`config.mk`:
```
export PLATFORM = sky130hd
export DESIGN_NAME = flash_crc_scan
export DESIGN_NICKNAME = d
export VERILOG_FILES = /design/src/rtl/flash_crc_pkg.sv /design/src/rtl/fcs_crc_step.sv /design/src/rtl/fcs_lane_pick.sv /design/src/rtl/fcs_gap_timer.sv /design/src/rtl/flash_crc_scan.sv
export SDC_FILE = /design/constraint.sdc
export NUM_CORES = 1
export LEC_CHECK = 0
export CELL_PAD_IN_SITES_DETAIL_PLACEMENT = 0
export CELL_PAD_IN_SITES_GLOBAL_PLACEMENT = 2
export CORE_ASPECT_RATIO = 1.5
export CORE_MARGIN = 3
export CORE_UTILIZATION = 37
export CTS_BUF_LIST = sky130_fd_sc_hd__clkbuf_8
export DETAILED_ROUTE_END_ITERATION = 12
export HOLD_SLACK_MARGIN = 0.1
export PLACE_DENSITY_LB_ADDON = 0.1
export SYNTH_ARGS = -nofsm -noshare
export SYNTH_HDL_FRONTEND = slang
export SYNTH_SLANG_ARGS = --single-unit
```
`constraint.sdc`:
```
create_clock -name clk -period 4.1 [get_ports clk]
set_input_delay 0.82 -clock clk [delete_from_list [all_inputs] [get_ports clk]]
set_output_delay 0.82 -clock clk [all_outputs]
set_load 0.03 [all_outputs]
```
`src/rtl/flash_crc_pkg.sv`:
```
package flash_crc_pkg;
    typedef enum logic [2:0] {
        ST_IDLE,
        ST_REQ,
        ST_WAIT,
        ST_CRC,
        ST_GAP
    } scan_st_e;

    localparam logic [31:0] CRC_POLY_REFL = 32'hEDB88320;
    localparam logic [31:0] CRC_SEED      = 32'hFFFFFFFF;
endpackage

```
`src/rtl/fcs_crc_step.sv`:
```
module fcs_crc_step
    import flash_crc_pkg::*;
(
    input  logic [31:0] crc_in,
    input  logic [7:0]  data_in,
    output logic [31:0] crc_nx
);
    logic [31:0] acc;

    // Reflected byte update, one bit per loop pass, lsb first.
    always_comb begin
        acc = crc_in ^ {24'h0, data_in};
        for (int i = 0; i < 8; i++) begin
            acc = acc[0] ? ((acc >> 1) ^ CRC_POLY_REFL) : (acc >> 1);
        end
        crc_nx = acc;
    end
endmodule

```
`src/rtl/fcs_lane_pick.sv`:
```
module fcs_lane_pick #(
    parameter int WORD_BYTES = 32,
    localparam int OFF_W     = $clog2(WORD_BYTES),
    localparam int WORD_W    = WORD_BYTES * 8
) (
    input  logic [WORD_W-1:0] word_in,
    input  logic [OFF_W-1:0]  sel,
    output logic [7:0]        byte_out
);
    logic [7:0] lanes [WORD_BYTES];

    for (genvar g = 0; g < WORD_BYTES; g++) begin : g_lane
        assign lanes[g] = word_in[g*8 +: 8];
    end

    assign byte_out = lanes[sel];
endmodule

```
`src/rtl/fcs_gap_timer.sv`:
```
module fcs_gap_timer #(
    parameter int PER_W = 12
) (
    input  logic             clk,
    input  logic             rst_n,
    input  logic             load,
    input  logic [PER_W-1:0] load_val,
    input  logic             tick,
    output logic             fin
);
    logic [PER_W-1:0] cnt_d, cnt_q;

    always_comb begin
        cnt_d = cnt_q;
        if (load)
            cnt_d = load_val;
        else if (tick && cnt_q != '0)
            cnt_d = cnt_q - 1'b1;
    end

    // Finishes on the tick that consumes the last count.
    assign fin = tick && (cnt_q == PER_W'(1));

    always_ff @(posedge clk or negedge rst_n) begin
        if (!rst_n) cnt_q <= '0;
        else        cnt_q <= cnt_d;
    end
endmodule

```
`src/rtl/flash_crc_scan.sv`:
```
module flash_crc_scan
    import flash_crc_pkg::*;
#(
    parameter int ADDR_W     = 20,
    parameter int LEN_W      = 20,
    parameter int PER_W      = 12,
    parameter int FWS_W      = 4,
    parameter int WORD_BYTES = 32,
    localparam int OFF_W     = $clog2(WORD_BYTES),
    localparam int WORD_W    = WORD_BYTES * 8,
    localparam int WADDR_W   = ADDR_W - OFF_W
) (
    input  logic               clk,
    input  logic               rst_n,
    input  logic               start,
    input  logic [ADDR_W-1:0]  cfg_addr,
    input  logic [LEN_W-1:0]   cfg_len,
    input  logic [PER_W-1:0]   cfg_period,
    input  logic [FWS_W-1:0]   cfg_fws,
    input  logic               cfg_repeat,
    input  logic               per_tick,
    input  logic               sys_busy,
    output logic               rd_req,
    output logic [WADDR_W-1:0] rd_addr,
    input  logic [WORD_W-1:0]  rd_data,
    output logic               done,
    output logic [31:0]        crc_out
);
    typedef struct packed {
        scan_st_e          st;
        logic [ADDR_W-1:0] base;
        logic [ADDR_W-1:0] ptr;
        logic [LEN_W-1:0]  len;
        logic [LEN_W-1:0]  left;
        logic [PER_W-1:0]  per;
        logic [FWS_W-1:0]  fws;
        logic [FWS_W-1:0]  wcnt;
        logic              rpt;
        logic [31:0]       crc;
        logic [31:0]       res;
        logic              done;
        logic [WORD_W-1:0] word;
    } regs_t;

    regs_t    r_d, r_q;
    logic     tmr_load, tmr_fin;
    logic [7:0]  cur_byte;
    logic [31:0] crc_nx;
    scan_st_e after_word;

    fcs_lane_pick #(.WORD_BYTES(WORD_BYTES)) u_lane (
        .word_in (r_q.word),
        .sel     (r_q.ptr[OFF_W-1:0]),
        .byte_out(cur_byte)
    );

    fcs_crc_step u_step (
        .crc_in (r_q.crc),
        .data_in(cur_byte),
        .crc_nx (crc_nx)
    );

    fcs_gap_timer #(.PER_W(PER_W)) u_gap (
        .clk     (clk),
        .rst_n   (rst_n),
        .load    (tmr_load),
        .load_val(r_q.per),
        .tick    (per_tick),
        .fin     (tmr_fin)
    );

    assign after_word = (r_q.per == '0) ? ST_REQ : ST_GAP;

    always_comb begin
        r_d      = r_q;
        r_d.done = 1'b0;
        rd_req   = 1'b0;
        tmr_load = 1'b0;
        unique case (r_q.st)
            ST_REQ: begin
                if (!sys_busy) begin
                    rd_req   = 1'b1;
                    r_d.wcnt = r_q.fws;
                    r_d.st   = ST_WAIT;
                end
            end
            ST_WAIT: begin
                if (r_q.wcnt == '0) begin
                    r_d.word = rd_data;
                    r_d.st   = ST_CRC;
                end else begin
                    r_d.wcnt = r_q.wcnt - 1'b1;
                end
            end
            ST_CRC: begin
                r_d.crc  = crc_nx;
                r_d.ptr  = r_q.ptr + 1'b1;
                r_d.left = r_q.left - 1'b1;
                if (r_q.left == LEN_W'(1)) begin
                    r_d.done = 1'b1;
                    r_d.res  = ~crc_nx;
                    if (r_q.rpt) begin
                        r_d.crc  = CRC_SEED;
                        r_d.ptr  = r_q.base;
                        r_d.left = r_q.len;
                        r_d.st   = after_word;
                        tmr_load = (after_word == ST_GAP);
                    end else begin
                        r_d.st = ST_IDLE;
                    end
                end else if (&r_q.ptr[OFF_W-1:0]) begin
                    r_d.st   = after_word;
                    tmr_load = (after_word == ST_GAP);
                end
            end
            ST_GAP: begin
                if (tmr_fin) r_d.st = ST_REQ;
            end
            default: ;
        endcase

        if (start) begin
            r_d.base = cfg_addr;
            r_d.ptr  = cfg_addr;
            r_d.len  = cfg_len;
            r_d.left = cfg_len;
            r_d.per  = cfg_period;
            r_d.fws  = cfg_fws;
            r_d.rpt  = cfg_repeat;
            r_d.crc  = CRC_SEED;
            if (cfg_len == '0) begin
                r_d.done = 1'b1;
                r_d.res  = ~CRC_SEED;
                r_d.st   = ST_IDLE;
            end else begin
                r_d.st = ST_REQ;
            end
        end
    end

    always_ff @(posedge clk or negedge rst_n) begin
        if (!rst_n) begin
            r_q    <= '0;
            r_q.st <= ST_IDLE;
        end else begin
            r_q <= r_d;
        end
    end

    assign rd_addr = r_q.ptr[ADDR_W-1:OFF_W];
    assign done    = r_q.done;
    assign crc_out = r_q.res;
endmodule

```
==> flow_summary_export.csv, run 1 <==
group,metric,value,unit
status,status,"finished, final reports clean",
timing,hold_viol_final,0,
floorplanning,die_area,0.06098,mm2
critical_path,path_max_fanout,17,
critical_path,required,4.62,ns
global_route,grt_max_degree,122,
timing,worst_slack,0.3895,ns
drt,via_count,15060,
timing,final.setup_skew,0.02827,ns
placed_design,hpwl,48.91,mm
critical_path,worstPathCellList,"buf_4 > buf_4 > mux2i_1 > o221ai_1 > a21o_1 > o22ai_4 > xor2_4 > xnor3_2 > xnor3_1 > o22a_1",
floorplanning,die_y,300.9,um
clock_network,cts_tree,"done",
timing,finalCritPeriodShare,0.9050,
global_route,grt_pass1_wl,100.0,mm
clock_network,cts_setup_buffers,0,
synth,ys_types,69,
floorplanning,initial_utilization,0.3762,
drt,drc,0,
min_path,min_path_type,"input port to asynchronous set/reset pin",
synth,synth_edf_count,0,
clock_network,ctsResizeCount,0,
power_and_ir_drop,internal-power,10.73,mW
timing,setup_violations,0,
placed_design,preCtsSetupSlack,0.3760,ns
placed_design,io_buffers,366,
critical_path,r2r-start,"r_q[382]",
critical_path,start_kind,"register",
job,maxCapViolCount,0,
drt,final_antenna_net_count,0,
clock_network,cts_hold_buf,0,
timing,fin_crit,3.711,ns
power_and_ir_drop,power.density,581.3,mW/mm2
cells_and_area,fin_nets,2434,
placed_design,post-place-cells,2795,
critical_path,worst_r2r_path_depth,10,
global_route,overflow,0,
synth,yosysSeqAreaShare,0.5096,
timing,slew_violations,0,
power_and_ir_drop,switching_power,5.075,mW
drt,first_iter_violations,685,
power_and_ir_drop,p_seq_frac,0.410,
timing,fin_tns_setup,0,ns
power_and_ir_drop,peakVddDrop,0.3120,mV
timing,max_freq,269.5,MHz
timing,worst_pin_slew,0.9365,ns
synth,synth_ff_type,"dfrtp_1",
synth,synth_area_per_cell,12.10,um2
drt,firstDrtPassIters,5,
global_route,antenna_found_initial,31,
clock_network,cts_buffer_depth,3,
critical_path,arrival,4.23,ns
cells_and_area,syn_to_final_growth,26.75,%
clock_network,clock_latency,0.65,ns
clock_network,root_buffer,"clkbuf_8",
placed_design,gp_congestion,0.8052,
floorplanning,pin_count,367,
drt,vias_per_cell,5.115,
floorplanning,die_x,202.6,um
power_and_ir_drop,clockPowerShare,0.245,
power_and_ir_drop,p_leak,11.74,nW
global_route,track_usage,0.2165,
clock_network,clock-sinks,437,
synth,syn_inst,1774,
timing,hold_ws,0.1969,ns
critical_path,cpPeakStageDelay,0.62,ns
clock_network,cts_max_level,3,
floorplanning,core_region_area,0.05703,mm2
critical_path,critPathMostFrequentCell,"buf_4",
synth,synthArstFlopShare,1.000,
power_and_ir_drop,p_comb_frac,0.345,
critical_path,worstSetupEndpointType,"register",
drt,wl,66.23,mm
drt,wire_per_inst,22.49,um
critical_path,rr_endpoint,"r_q[307]",
cells_and_area,fill_cells,5350,
cells_and_area,final_cells,2945,
power_and_ir_drop,p_sw_frac,0.3210,
global_route,grt_pass1_vias,16210,
critical_path,crit_path_top_delay_cell,"dfrtp_4",
synth,syn-num-nets,2100,
timing,rsz0062_at_grt,"false",
clock_network,path_clk_slew,0.06,ns
critical_path,criticalPathCategory,"register to register",
synth,synth_area,0.02146,mm2
critical_path,reg2reg_slack,0.39,ns
clock_network,cts_buffers,74,
timing,slew-limit-headroom,0.3699,
floorplanning,std_cell_rows,107,
synth,yosys_warnings,0,
cells_and_area,drive_gt1_frac,0.2243,
synth,synth-seq-cells,437,
==> how the worst max path moves through the flow <==
stage | startpoint | endpoint | slack, ns | depth (start not counted)
2_1_floorplan | r_q[382] | crc_out[26] | 1.09 | 11
3_3_place_gp | r_q[382] | r_q[307] | 0.43 | 9
3_5_place_dp | r_q[382] | r_q[307] | 0.38 | 10
4_1_cts | r_q[382] | r_q[307] | 0.34 | 10
5_1_grt | r_q[382] | r_q[307] | 0.17 | 10
6_report | r_q[382] | r_q[307] | 0.39 | 10
==> cell type report <==
type | instances | area [um2] | share of cell area
timing repair buffer | 412 | 4136 | 0.1521
multi-input combinational | 1125 | 9437 | 0.3470
sequential | 437 | 10940 | 0.4024
clock inverter | 38 | 192.7 | 0.007085
clock buffer | 92 | 1266 | 0.04656
inverter | 58 | 217.7 | 0.008005
tap | 763 | 954.7 | 0.03510
antenna | 20 | 50.05 | 0.001840
==> worst max-delay path, delay by kind of cell, from the launching register on <==
family | cells | cell delay (ns)
flip-flops | 1 | 0.62
multiplexers | 1 | 0.22
buffers and inverters | 2 | 0.62
XOR/XNOR | 3 | 1.36
AO/OA/AOI/OAI | 4 | 0.75
==> per-stage QoR <==
step                      cell area (um2)  utilization  total power [mW]
after floorplan                     21460            -             10.28
after global placement              25690       0.4504             11.97
after detailed placement            25690       0.4504             12.11
after CTS                           27150       0.4760             16.08
after global routing                27160       0.4763             16.79
final                               27200       0.4769             15.81
==> cell usage after synthesis, types with 14 or more instances <==
master / instances / area share
mux4_2: 25 / 0.026
a21oi_1: 91 / 0.021
clkbuf_1: 76 / 0.013
dfrtp_1: 437 / 0.51
nand3_1: 24 / 0.0056
o22a_1: 16 / 0.0065
mux2i_1: 63 / 0.029
nor3_1: 14 / 0.0033
o21ai_0: 114 / 0.027
xor2_1: 14 / 0.0057
inv_1: 58 / 0.010
buf_4: 51 / 0.018
xnor2_1: 30 / 0.012
a22oi_1: 28 / 0.0098
nand2_1: 102 / 0.018
xnor3_1: 20 / 0.021
mux2_2: 278 / 0.15
o22ai_1: 20 / 0.0058
nor2_1: 102 / 0.018
==> cells by family (layout without fill, tap and decap cells) <==
kind of cell / Yosys count / after routing / synth area share
AO/OA/AOI/OAI: 342 / 342 / 0.09848
other: 0 / 20 / 0
adder cells (fa/ha/maj): 8 / 8 / 0.004665
multiplexers: 377 / 377 / 0.2139
AND/OR/NAND/NOR: 322 / 322 / 0.06968
XOR/XNOR: 76 / 76 / 0.05242
flip-flops: 437 / 437 / 0.5096
buffers and inverters: 212 / 600 / 0.05120
==> placed cells by master (no fill, tap or decap), types with 10 or more instances in the layout <==
| cell | netlist | routed |
|---|---|---|
| a22oi_1 | 28 | 28 |
| mux2_2 | 278 | 278 |
| nand3_1 | 24 | 24 |
| diode_2 | 0 | 20 |
| nor2_1 | 102 | 101 |
| clkdlybuf4s50_1 | 0 | 364 |
| nor4_1 | 11 | 11 |
| mux4_2 | 25 | 25 |
| xor2_1 | 14 | 14 |
| o21ai_0 | 114 | 114 |
| xnor2_1 | 30 | 30 |
| xnor3_1 | 20 | 20 |
| buf_12 | 3 | 10 |
| dfrtp_1 | 437 | 435 |
| inv_1 | 58 | 87 |
| o22ai_1 | 20 | 20 |
| mux2i_1 | 63 | 63 |
| o22a_1 | 16 | 16 |
| a211oi_1 | 11 | 11 |
| buf_4 | 51 | 37 |
| clkbuf_8 | 0 | 92 |
| a21oi_1 | 91 | 91 |
| nor3_1 | 14 | 13 |
| nand2_1 | 102 | 101 |
==> metal layers <==
metal  GRT usage  wire [um]  up-vias
met3     0.06900       4591      103
li1            -          -     7018
met2      0.3978      35510      404
met5           0        169        -
met4     0.06786       1613       24
met1      0.2368      24350     7515
==> power groups by stage <==
stage | combinational (mW) | clock (mW) | sequential (mW)
CTS | 5.55 | 4.04 | 6.49
finish | 5.45 | 3.87 | 6.48
global route | 5.91 | 4.22 | 6.65
global placement | 5.43 | 0 | 6.54
floorplan | 4.07 | 0 | 6.20
detailed placement | 5.54 | 0 | 6.57
==> flip-flops by register name (all words and copies together), names as in the netlist <==
| register | count |
|---|---|
| crc_out | 32 |
| done | 1 |
| r_q | 377 |
| rd_addr | 15 |
| u_gap.cnt_q | 12 |
Note: power is estimated with default switching activity, not from simulation.
==> run 2, diff against run 1 <==
Settings changed: CTS_CLUSTER_DIAMETER set to 200.
==> results of run 2 <==
No change in the layout: final DEF, timing and power equal those of run 1.
==> run 3, diff against run 2 <==
Settings changed: CELL_PAD_IN_SITES_DETAIL_PLACEMENT 0 to not set, CELL_PAD_IN_SITES_GLOBAL_PLACEMENT 2 to not set, CORE_UTILIZATION 37 to 50, PLACE_DENSITY set to 0.76, PLACE_DENSITY_LB_ADDON 0.1 to not set.
==> run 3 against run 2 <==
  * Global-route usage up 5.0 points
  * First-iteration DRC count up 75%
  * Largest power group unchanged
  * Power hardly changed
  * Setup slack lost 0.049 ns
  * Cell count is 7.5% lower
  * Largest cell class unchanged
  * Critical endpoint unchanged
  * Critical path type unchanged
==> flow_summary_export.csv, run 3 (synthesis results as in run 1) <==
group,metric,value,unit
placed_design,gp_congestion,0.9202,
timing,rsz0062_at_grt,"false",
drt,wire_per_inst,22.42,um
clock_network,cts_setup_buffers,0,
timing,max_freq,266.0,MHz
clock_network,root_buffer,"clkbuf_8",
job,maxCapViolCount,0,
cells_and_area,fin_util,0.6343,
timing,fin_tns_setup,0,ns
floorplanning,std_cell_rows,92,
timing,slew_violations,0,
power_and_ir_drop,p_sw_frac,0.3228,
critical_path,arrival,4.24,ns
critical_path,path_max_fanout,21,
global_route,grt_pass1_wl,94.34,mm
cells_and_area,finalInstanceArea,0.02680,mm2
global_route,grt_pass1_vias,16560,
drt,drc,0,
power_and_ir_drop,power,15.82,mW
cells_and_area,final_cells,2724,
cells_and_area,largest_reg_flops,377,
timing,worst_pin_slew,1.018,ns
clock_network,cts_buffers,69,
timing,finalCritPeriodShare,0.9169,
timing,slew-limit-headroom,0.3154,
placed_design,io_buffers,366,
power_and_ir_drop,power.density,590.2,mW/mm2
global_route,track_usage,0.2665,
drt,via_count,15550,
clock_network,cts_buffer_depth,3,
cells_and_area,fill_cells,3226,
power_and_ir_drop,peakVddDrop,0.3801,mV
floorplanning,die_x,175.1,um
power_and_ir_drop,p_comb_frac,0.339,
power_and_ir_drop,p_seq_frac,0.420,
global_route,grt_max_degree,170,
drt,final_antenna_net_count,0,
critical_path,crit_start,"r_q[382]",
clock_network,cts_max_level,3,
timing,final.setup_skew,0.02970,ns
clock_network,ctsResizeCount,0,
floorplanning,pin_count,367,
critical_path,start_kind,"register",
floorplanning,die_y,259.7,um
clock_network,clock_latency,0.62,ns
critical_path,r2r-start,"r_q[382]",
placed_design,post-place-cells,2593,
placed_design,hpwl,45.31,mm
clock_network,clock-sinks,437,
cells_and_area,fin_nets,2426,
timing,hold_viol_final,0,
power_and_ir_drop,p_leak,11.64,nW
timing,fin_crit,3.759,ns
drt,firstDrtPassIters,6,
cells_and_area,syn_to_final_growth,24.89,%
floorplanning,core_region_area,0.04225,mm2
floorplanning,die_area,0.04549,mm2
cells_and_area,multi_input_area,0.009432,mm2
cells_and_area,mostFrequentLayoutCells,"dfrtp_1 (435), clkdlybuf4s50_1 (364), mux2_2 (278)",
drt,vias_per_cell,5.710,
critical_path,worstSetupEndpointType,"register",
clock_network,cts_tree,"done",
critical_path,required,4.58,ns
power_and_ir_drop,clockPowerShare,0.240,
timing,setup_violations,0,
cells_and_area,area.sequential,0.01094,mm2
placed_design,postPlaceCellArea,0.02535,mm2
cells_and_area,top_register,"r_q",
drt,wl,61.07,mm
cells_and_area,layout_commonest_cell,"dfrtp_1",
min_path,min_path_type,"input port to asynchronous set/reset pin",
power_and_ir_drop,switching_power,5.106,mW
clock_network,path_clk_slew,0.07,ns
cells_and_area,drive_gt1_frac,0.2277,
power_and_ir_drop,internal-power,10.71,mW
clock_network,cts_hold_buf,0,
critical_path,criticalPathCategory,"register to register",
floorplanning,initial_utilization,0.5079,
global_route,overflow,0,
status,status,"finished, final reports clean",
global_route,antenna_found_initial,8,
drt,first_iter_violations,1196,
## run 3: cell count changes in the layout (fill, tap and decap cells not counted), moves of 2 or more
cell / change
clkinvlp_4: +2
buf_12: -5
inv_1: -17
buf_4: +2
clkbuf_8: -4
diode_2: -12
clkinv_2: +12
## run 3: through the flow
stage | setup WS (ns) | hold WS (ns)
3_5_place_dp | 0.4022 | 0.4873
4_1_cts | 0.3562 | 0.2154
2_1_floorplan | 1.089 | 0.4510
6_report | 0.3406 | 0.1991
5_1_grt | 0.2279 | 0.2326
3_3_place_gp | 0.4544 | 0.4711
## run 3: layout make-up
class                   instances  area share
flip-flops and latches        437      0.4083
multi-input cells            1125      0.3519
repair buffers                409      0.1512
clock buffers                  88     0.04520
well taps                     564     0.02633
clock inverters                35    0.008124
inverters                      58    0.008124
diodes                          8   0.0007470
## run 3: worst max-delay path: stages, from the launching register on
cell and delay, ns:
dfrtp_4 0.65, buf_4 0.29, mux4_2 0.51, mux2i_1 0.26
nor2_1 0.16, o22ai_4 0.21, xor2_4 0.36, xnor3_2 0.57
xnor3_1 0.42, o22a_1 0.17
## run 3: worst paths after layout
kind	to	slack [ns]	cells past startpoint
max reg2reg	r_q[307]	0.34	9
min	rd_addr[13]	0.20	1
min reg2reg	crc_out[12]	0.49	2
min in group clk	crc_out[12]	0.49	2
max	r_q[307]	0.34	9
max in group asynchronous	r_q[227]	2.76	2
## run 3: metal layers
| layer | up-vias | part of all wire | track usage |
|---|---|---|---|
| li1 | 6967 | - | - |
| met1 | 7809 | 0.37 | 0.3117 |
| met2 | 630 | 0.52 | 0.4623 |
| met3 | 147 | 0.058 | 0.05215 |
| met4 | 0 | 0.056 | 0.1422 |
| met5 | - | 0 | 0 |
## run 3: power groups by stage
stage	clock (mW)	sequential, mW	combinational, mW
2_1_floorplan	0	6.20	4.07
3_3_place_gp	0	6.65	5.16
3_5_place_dp	0	6.69	5.35
4_1_cts	3.88	6.63	5.38
5_1_grt	4.07	6.77	5.74
6_report	3.80	6.65	5.37
